`src/rtl/sram_rd_out_pkg.sv`:
```
package sram_rd_out_pkg;

  // Latched timing configuration of the output stage.
  typedef struct packed {
    logic pipe;  // 1: output register in path
    logic dcd;   // 1: release at read depth
  } rdo_mode_t;

  localparam rdo_mode_t RDO_MODE_RST = '{pipe: 1'b1, dcd: 1'b0};

endpackage

```
`src/rtl/rdo_cmd_reg.sv`:
```
module rdo_cmd_reg
  import sram_rd_out_pkg::*;
(
  input  logic      clk,
  input  logic      rst_n,
  input  logic      sleep,
  input  logic      rd_req,
  input  logic      dsel_req,
  input  logic      mode_pipe,
  input  logic      mode_dcd,
  input  logic      idle,
  output logic      rd_q,
  output logic      ds_q,
  output rdo_mode_t mode_q
);

  logic      rd_d;
  logic      ds_d;
  logic      mode_en;
  rdo_mode_t mode_d;

  // Next state: read wins over deselect, sleep blocks capture.
  always_comb begin
    rd_d    = rd_req & ~sleep;
    ds_d    = dsel_req & ~rd_req & ~sleep;
    mode_en = idle;
    mode_d  = mode_q;
    if (mode_en) begin
      mode_d.pipe = mode_pipe;
      mode_d.dcd  = mode_dcd;
    end
  end

  always_ff @(posedge clk or negedge rst_n) begin
    if (!rst_n) begin
      rd_q   <= 1'b0;
      ds_q   <= 1'b0;
      mode_q <= RDO_MODE_RST;
    end else begin
      rd_q   <= rd_d;
      ds_q   <= ds_d;
      mode_q <= mode_d;
    end
  end

endmodule

```
`src/rtl/rdo_data_reg.sv`:
```
module rdo_data_reg #(
  parameter int DATA_W = 36
) (
  input  logic              clk,
  input  logic              rst_n,
  input  logic              rd_q,
  input  logic [DATA_W-1:0] rd_data,
  output logic [DATA_W-1:0] dout_q,
  output logic              v_q
);

  logic              load_en;
  logic [DATA_W-1:0] dout_d;

  always_comb begin
    load_en = rd_q;
    dout_d  = load_en ? rd_data : dout_q;
  end

  always_ff @(posedge clk or negedge rst_n) begin
    if (!rst_n) begin
      dout_q <= '0;
      v_q    <= 1'b0;
    end else begin
      dout_q <= dout_d;
      v_q    <= rd_q;
    end
  end

endmodule

```
`src/rtl/rdo_drive_ctl.sv`:
```
module rdo_drive_ctl
  import sram_rd_out_pkg::*;
(
  input  logic      clk,
  input  logic      rst_n,
  input  logic      rd_q,
  input  logic      ds_q,
  input  rdo_mode_t mode_q,
  output logic      on_q,
  output logic      bus_on
);

  logic on_d;

  // The drive state sets one edge after a captured read and clears one edge
  // after a captured deselect. The release timing then picks how early the
  // captured deselect masks it.
  always_comb begin
    on_d = on_q;
    if (rd_q)      on_d = 1'b1;
    else if (ds_q) on_d = 1'b0;

    if (mode_q.pipe) begin
      bus_on = mode_q.dcd ? on_q : (on_q & ~ds_q);
    end else begin
      bus_on = rd_q | (on_q & ~ds_q);
    end
  end

  always_ff @(posedge clk or negedge rst_n) begin
    if (!rst_n) on_q <= 1'b0;
    else        on_q <= on_d;
  end

endmodule

```
`src/rtl/sram_rd_out.sv`:
```
module sram_rd_out
  import sram_rd_out_pkg::*;
#(
  parameter int DATA_W = 36,
  parameter int LANE_W = 9
) (
  input  logic              clk,
  input  logic              rst_n,
  input  logic              rd_req,
  input  logic              dsel_req,
  input  logic [DATA_W-1:0] rd_data,
  input  logic              mode_pipe,
  input  logic              mode_dcd,
  input  logic              oe_n,
  input  logic              sleep,
  output logic [DATA_W-1:0] dq_out,
  output logic              dq_oe,
  output logic              out_valid
);

  localparam int LANES = DATA_W / LANE_W;

  logic              rd_q;
  logic              ds_q;
  rdo_mode_t         mode_q;
  logic [DATA_W-1:0] dout_q;
  logic              v_q;
  logic              on_q;
  logic              bus_on;
  logic              idle;
  logic              gate;
  logic              fresh;
  logic [DATA_W-1:0] word;
  logic              mode_pipe_q;
  logic              mode_dcd_q;

  assign idle        = ~on_q & ~rd_q & ~v_q;
  assign mode_pipe_q = mode_q.pipe;
  assign mode_dcd_q  = mode_q.dcd;

  rdo_cmd_reg u_cmd (
    .clk       (clk),
    .rst_n     (rst_n),
    .sleep     (sleep),
    .rd_req    (rd_req),
    .dsel_req  (dsel_req),
    .mode_pipe (mode_pipe),
    .mode_dcd  (mode_dcd),
    .idle      (idle),
    .rd_q      (rd_q),
    .ds_q      (ds_q),
    .mode_q    (mode_q)
  );

  rdo_data_reg #(.DATA_W(DATA_W)) u_data (
    .clk     (clk),
    .rst_n   (rst_n),
    .rd_q    (rd_q),
    .rd_data (rd_data),
    .dout_q  (dout_q),
    .v_q     (v_q)
  );

  rdo_drive_ctl u_drv (
    .clk    (clk),
    .rst_n  (rst_n),
    .rd_q   (rd_q),
    .ds_q   (ds_q),
    .mode_q (mode_q),
    .on_q   (on_q),
    .bus_on (bus_on)
  );

  // Output selection and asynchronous gating.
  always_comb begin
    gate = ~oe_n & ~sleep;
    if (mode_q.pipe) begin
      word  = dout_q;
      fresh = v_q;
    end else begin
      word  = rd_q ? rd_data : dout_q;
      fresh = rd_q;
    end
    dq_oe     = bus_on & gate;
    out_valid = fresh & dq_oe;
  end

  // Per-lane bus drivers: an undriven lane reads as zero.
  for (genvar g = 0; g < LANES; g++) begin : g_lane
    assign dq_out[g*LANE_W +: LANE_W] = dq_oe ? word[g*LANE_W +: LANE_W] : '0;
  end
  if (LANES * LANE_W < DATA_W) begin : g_tail
    assign dq_out[DATA_W-1:LANES*LANE_W] = dq_oe ? word[DATA_W-1:LANES*LANE_W] : '0;
  end

endmodule

```
`config.mk`:
```
export PLATFORM = sky130hd
export DESIGN_NAME = sram_rd_out
export DESIGN_NICKNAME = d
export VERILOG_FILES = /design/src/rtl/sram_rd_out_pkg.sv /design/src/rtl/rdo_cmd_reg.sv /design/src/rtl/rdo_data_reg.sv /design/src/rtl/rdo_drive_ctl.sv /design/src/rtl/sram_rd_out.sv
export SDC_FILE = /design/constraint.sdc
export NUM_CORES = 1
export LEC_CHECK = 0
export BUFFER_PORTS_ARGS = -buffer_cell sky130_fd_sc_hd__buf_2
export CORE_MARGIN = 1
export CORE_UTILIZATION = 30
export DETAILED_ROUTE_END_ITERATION = 12
export PLACE_DENSITY_LB_ADDON = 0.08
export SLEW_MARGIN = 20
export SYNTH_ARGS = -nofsm -noshare
export SYNTH_HDL_FRONTEND = slang
export SYNTH_SLANG_ARGS = --single-unit
```
`constraint.sdc`:
```
create_clock -name clk -period 2.5 [get_ports clk]
set_clock_uncertainty 0.2 [all_clocks]
set_input_delay 0.25 -clock clk [delete_from_list [all_inputs] [get_ports clk]]
set_output_delay 0.25 -clock clk [all_outputs]
set_load 0.1 [all_outputs]
```
## Word level (Yosys, flattened, before mapping)

Index checks and enable logic that the tools add are counted.

| word-level totals | value |
|---|---|
| register bits after elaboration | 42 |
| output and inout bits | 38 |
| logic and storage cells | 36 |
| input bits | 44 |

| cells by class | value |
|---|---|
| reductions and logical operators | 1 |
| mux-type cells | 11 |
| bitwise operators | 17 |

Operators by type and width:

| kind | count |
|---|---|
| $mux W36 | 2 |
| $mux W9 | 4 |
| $and A1 B1 Y1 | 9 |
| $not A1 Y1 | 7 |
| $mux W1 | 5 |
| $reduce_bool A2 Y1 | 1 |
| $or A1 B1 Y1 | 1 |

## Longest topological paths before layout

| depth | value |
|---|---|
| depth after elaboration | 6 |
| gate-level depth with buffers | 6 |
| depth with buffers taken out | 3 |

## By module

Synthesis repeated with hierarchy kept, for this count alone.

| unflattened totals | value |
|---|---|
| cells, all modules | 219 |
| area, all modules | 2313.5 sq um |

Modules (own cells, without submodules):

| module | area each (sq um) | times used | cells an instance | seq. area each (sq um) |
|---|---|---|---|---|
| rdo_data_reg | 1515.2 | 1 | 77 | 925.9 |
| sram_rd_out | 606.8 | 1 | 128 | 0.0 |
| rdo_cmd_reg | 137.6 | 1 | 8 | 101.3 |
| rdo_drive_ctl | 53.8 | 1 | 6 | 25.0 |

## Least setup slack after synthesis

No wires, ideal clock.

| timing path | value |
|---|---|
| path kind | register -> output |
| from | register u_cmd.rd_q |
| to | output out_valid |
| data required time | 2.050 ns |
| stages on the path, launching flop included | 5 |
| buffers on the path | 1 |
| arrival time | 2.752 ns |
| path slack | -0.702 ns |
| path through | dfrtp_1 > nor2b_1 > buf_2 > a41oi_1 > nor3_1 |

| between the ends | value |
|---|---|
| cells in the longest elaborated chain, start to end | 4 |
| elaborated cells between the ends (all ways) | 5 |
| those cells by class | mux: 2; bitwise: 3 |

Ends and longest elaborated chain:

| element | line | RTL |
|---|---|---|
| start: declaration | rdo_cmd_reg.sv:12 | `output logic rd_q,` |
| start signal: assignment | rdo_cmd_reg.sv:40 | `rd_q <= rd_d;` |
| $or A1 B1 Y1 | rdo_drive_ctl.sv:26 | `bus_on = rd_q \| (on_q & ~ds_q);` |
| $mux W1 | rdo_drive_ctl.sv:23 | `if (mode_q.pipe) begin` |
| $and A1 B1 Y1 | sram_rd_out.sv:84 | `dq_oe = bus_on & gate;` |
| $and A1 B1 Y1 * | sram_rd_out.sv:85 | `out_valid = fresh & dq_oe;` |
| end: declaration | sram_rd_out.sv:18 | `output logic out_valid` |

Mark *: on every way between the ends. The rest lies on a longest branch, timed or not.

## Worst setup path after layout

| timing path | value |
|---|---|
| from | register u_cmd.mode_q[1] (netlist name) |
| to | output dq_out[31] |

| between the ends | value |
|---|---|
| cells in the longest elaborated chain, start to end | 3 |
| elaborated cells between the ends (all ways) | 4 |
| those cells by class | mux: 3; bitwise: 1 |

Ends and longest elaborated chain:

| element | line | RTL |
|---|---|---|
| $mux W1 | rdo_drive_ctl.sv:23 |  |
| $and A1 B1 Y1 | sram_rd_out.sv:84 |  |
| $mux W9 * | sram_rd_out.sv:90 | `assign dq_out[g*LANE_W +: LANE_W] = dq_oe ? word[g*LANE_W +: LANE_W] : '0;` |
| end: declaration | sram_rd_out.sv:16 | `output logic [DATA_W-1:0] dq_out,` |

Marks and branches as above.

==> flow_summary.toml <==
[die]
dieArea_um2 = 7770
core_um2 = 7210
rows = 31
die-height_um = 88.1
initial_core_util_pct = 30.9
die_w_um = 88.1
ios = 82

[timing]
slew_violations = 0
tightest_slew_ns = 0.472
whs_ns = 0.00530
relSlewSlack_pct = 68.5
hold_viol = 0
rsz0062_at_grt = "false"
period_minus_slack_ns = 2.41
setup_viol = 0
fin_crit_sh_pct = 96.5
fmax_mhz = 415

[placed_design]
place_inst = 392
hpwl_um = 3920
port_buffers = 81
place.gp.congestion = 0.674

[clock_network]
clk_latency_ns = 0.29
htree_levels = 2
numCtsBuffers = 5
clk_pin_slew_worst_paths_ns = 0.08
cts_buffer_depth = 2
cts_tree = "built"
root_buffer = "clkbuf_8"
cts_sinks = 42

[pwr]
irDropWorstVdd_uv = 301
p_leak_nw = 1.61
power.density_nw_per_um2 = 603
pwr-share-seq_pct = 35.3
p_clk_share_pct = 19.4
share_comb_of_total_power_pct = 45.3
switching_share_pct = 39.9
p_int_mw = 1.42
p_sw_mw = 0.945

[setup_path]
cp_cell_sequence = "nand3_1 -> a311o_2 -> buf_12 -> buf_12 -> a21oi_4 -> buf_12"
critPathMostFrequentCell = "buf_12"
cp.arrival_ns = 1.96
cp_data_required_time_ns = 2.05
critPathMaxStageDelay_ns = 0.57
worst_path_max_delay_cell = "dfstp_2"
start_kind = "flip-flop"
worstPathMaxFanout = 9
worstSetupPathType = "flip-flop to output port"
end_kind = "output port"

[logic_synthesis]
synth_edf_count = 0
synth_common_cells = "nand2_1, dfrtp_1, mux2_2, a21oi_2, a21oi_1"
yosysTopAreaCellShare_pct = 46.1
netlist_area_um2 = 2230
synth_top_cell_by_area = "dfrtp_1"
synth-seq-cells = 42
yosysMostFrequentCell = "nand2_1"
synth-async-reset-ratio_pct = 100
synth_fp_nets = 261
yosys_warnings = 0
syn_inst = 217
ys_seq_area_share_pct = 47.3
synth_area_leaders = "dfrtp_1, mux2_2, nand2_1"
ys_types = 17
ys.flop_type = "dfrtp_1"
postSynthAreaPerCell_um2 = 10.3

[final_layout]
area_growth_pct = 76.4
finalNetCount = 368
num_antenna_cells = 0
stdcell_count = 424
layout-drive-gt1-share_pct = 53.5
fin_util_pct = 54.4

[drt]
postRouteWirelength_um = 5690
drt_iter0_drc = 86
vias = 1956
drtPass1Iterations = 4
drtAntennaViolNets = 0
viasPerCell = 4.61
routedWlPerCell_um = 13.4
drc = 0

[min_path]
hold_class = "input port to flip-flop"

[global_routing]
grtUsageTotal_pct = 15.9
grt_pass1_wl_um = 9400
grt_overflow = 0
antenna_found_initial = 0
grt_max_degree = 37
grt_pass1_vias = 2001

[flow_run]
maxCapViolations = 0

[outcome]
run_status = "completed"
-- cell usage in the layout, fill, tap and decap left out, types with 4 or more instances in the layout --
master,synthesis,final
buf_12,0,42
nand2_1,72,72
nand2b_1,4,4
buf_2,5,43
dfrtp_1,41,40
a21oi_4,0,29
dlygate4sd3_1,0,22
clkbuf_8,0,6
mux2_2,38,38
buf_4,0,5
a21oi_1,7,6
buf_6,5,4
-- state kept, by name, indices dropped and copies added (netlist names) --
register,flops
u_cmd.ds_q,1
u_drv.on_q,1
u_cmd.rd_q,1
u_data.v_q,1
u_data.dout_q,36
u_cmd.mode_q,2
-- worst paths after layout --
check | start | endpoint | slack [ns] | cells after the start
setup / recovery | u_cmd.mode_q[1]$_DFFE_PN1P_ | dq_out[31] | 0.09 | 6
hold / removal | rd_data[33] | u_data.dout_q[33]$_DFF_PN0_ | 0.005 | 2
setup reg to reg | u_cmd.rd_q$_DFF_PN0_ | u_cmd.mode_q[0]$_DFFE_PN0P_ | 0.88 | 3
hold reg to reg | u_data.dout_q[24]$_DFF_PN0_ | u_data.dout_q[24]$_DFF_PN0_ | 0.31 | 1
max in group asynchronous | rst_n | u_cmd.mode_q[1]$_DFFE_PN1P_ | 1.14 | 3
min in group asynchronous | rst_n | u_data.dout_q[6]$_DFF_PN0_ | 0.25 | 2
-- cell type report --
| type | instances | area (um^2) |
|---|---|---|
| fillers | 666 | 3290 |
| repair buffers | 116 | 1360 |
| multi-input cells | 158 | 1300 |
| flip-flops and latches | 42 | 1050 |
| well taps | 99 | 124 |
| clock buffers | 7 | 86.3 |
| clock inverters | 1 | 5.00 |
| inverters | 1 | 3.75 |
-- logic make-up (layout without fill, tap and decap cells) --
| logic type | Yosys count | count (layout) | synth area share [%] |
|---|---|---|---|
| simple gates | 82 | 82 | 14.8 |
| flops | 42 | 42 | 47.3 |
| compound gates | 38 | 38 | 13.8 |
| mux | 38 | 38 | 19.2 |
| buf+inv | 17 | 125 | 4.83 |
-- power groups by stage --
stage / Sequential, mW / Clock [mW] / Combinational, mW
final: 0.835 / 0.460 / 1.07
after global routing: 0.853 / 0.507 / 1.13
after CTS: 0.836 / 0.476 / 1.08
after detailed placement: 0.849 / 0 / 1.04
after global placement: 0.844 / 0 / 1.04
after floorplan: 0.835 / 0 / 0.711
-- timing repair --
action,CTS,global route
hold endpoints to repair,37,1
buffers inserted,2,0
resized for setup,0,4
hold buffers,21,1
pin swaps,1,1
setup endpoints to repair,27,36
-- per-layer routing --
layer  track usage [%]  up-vias  share of wire (%)
met5                 0        -                  0
met2              28.9       47                 51
met3              3.20        7                3.7
met4              4.84        0                1.2
met1              18.8      959                 44
li1                  -      943                  -
-- critical path, delay by kind of cell (launching register included) --
kind / cells / cell delay (ns)
AND/OR/NAND/NOR: 1 / 0.08
AO/OA/AOI/OAI: 2 / 0.50
flip-flops: 1 / 0.57
buffers and inverters: 3 / 0.51
-- stage by stage --
step | total power [mW] | TNS [ns] | setup WS (ns) | cell area [um^2]
floorplan | 1.55 | -3.04 | -0.506 | 2450
global placement | 1.88 | 0 | 0.280 | 3570
detailed placement | 1.89 | 0 | 0.260 | 3570
CTS | 2.39 | 0 | 0.0114 | 3900
global route | 2.49 | 0 | 0.00134 | 3930
finish | 2.37 | 0 | 0.0880 | 3930
Power figures use the tool's default switching activity.
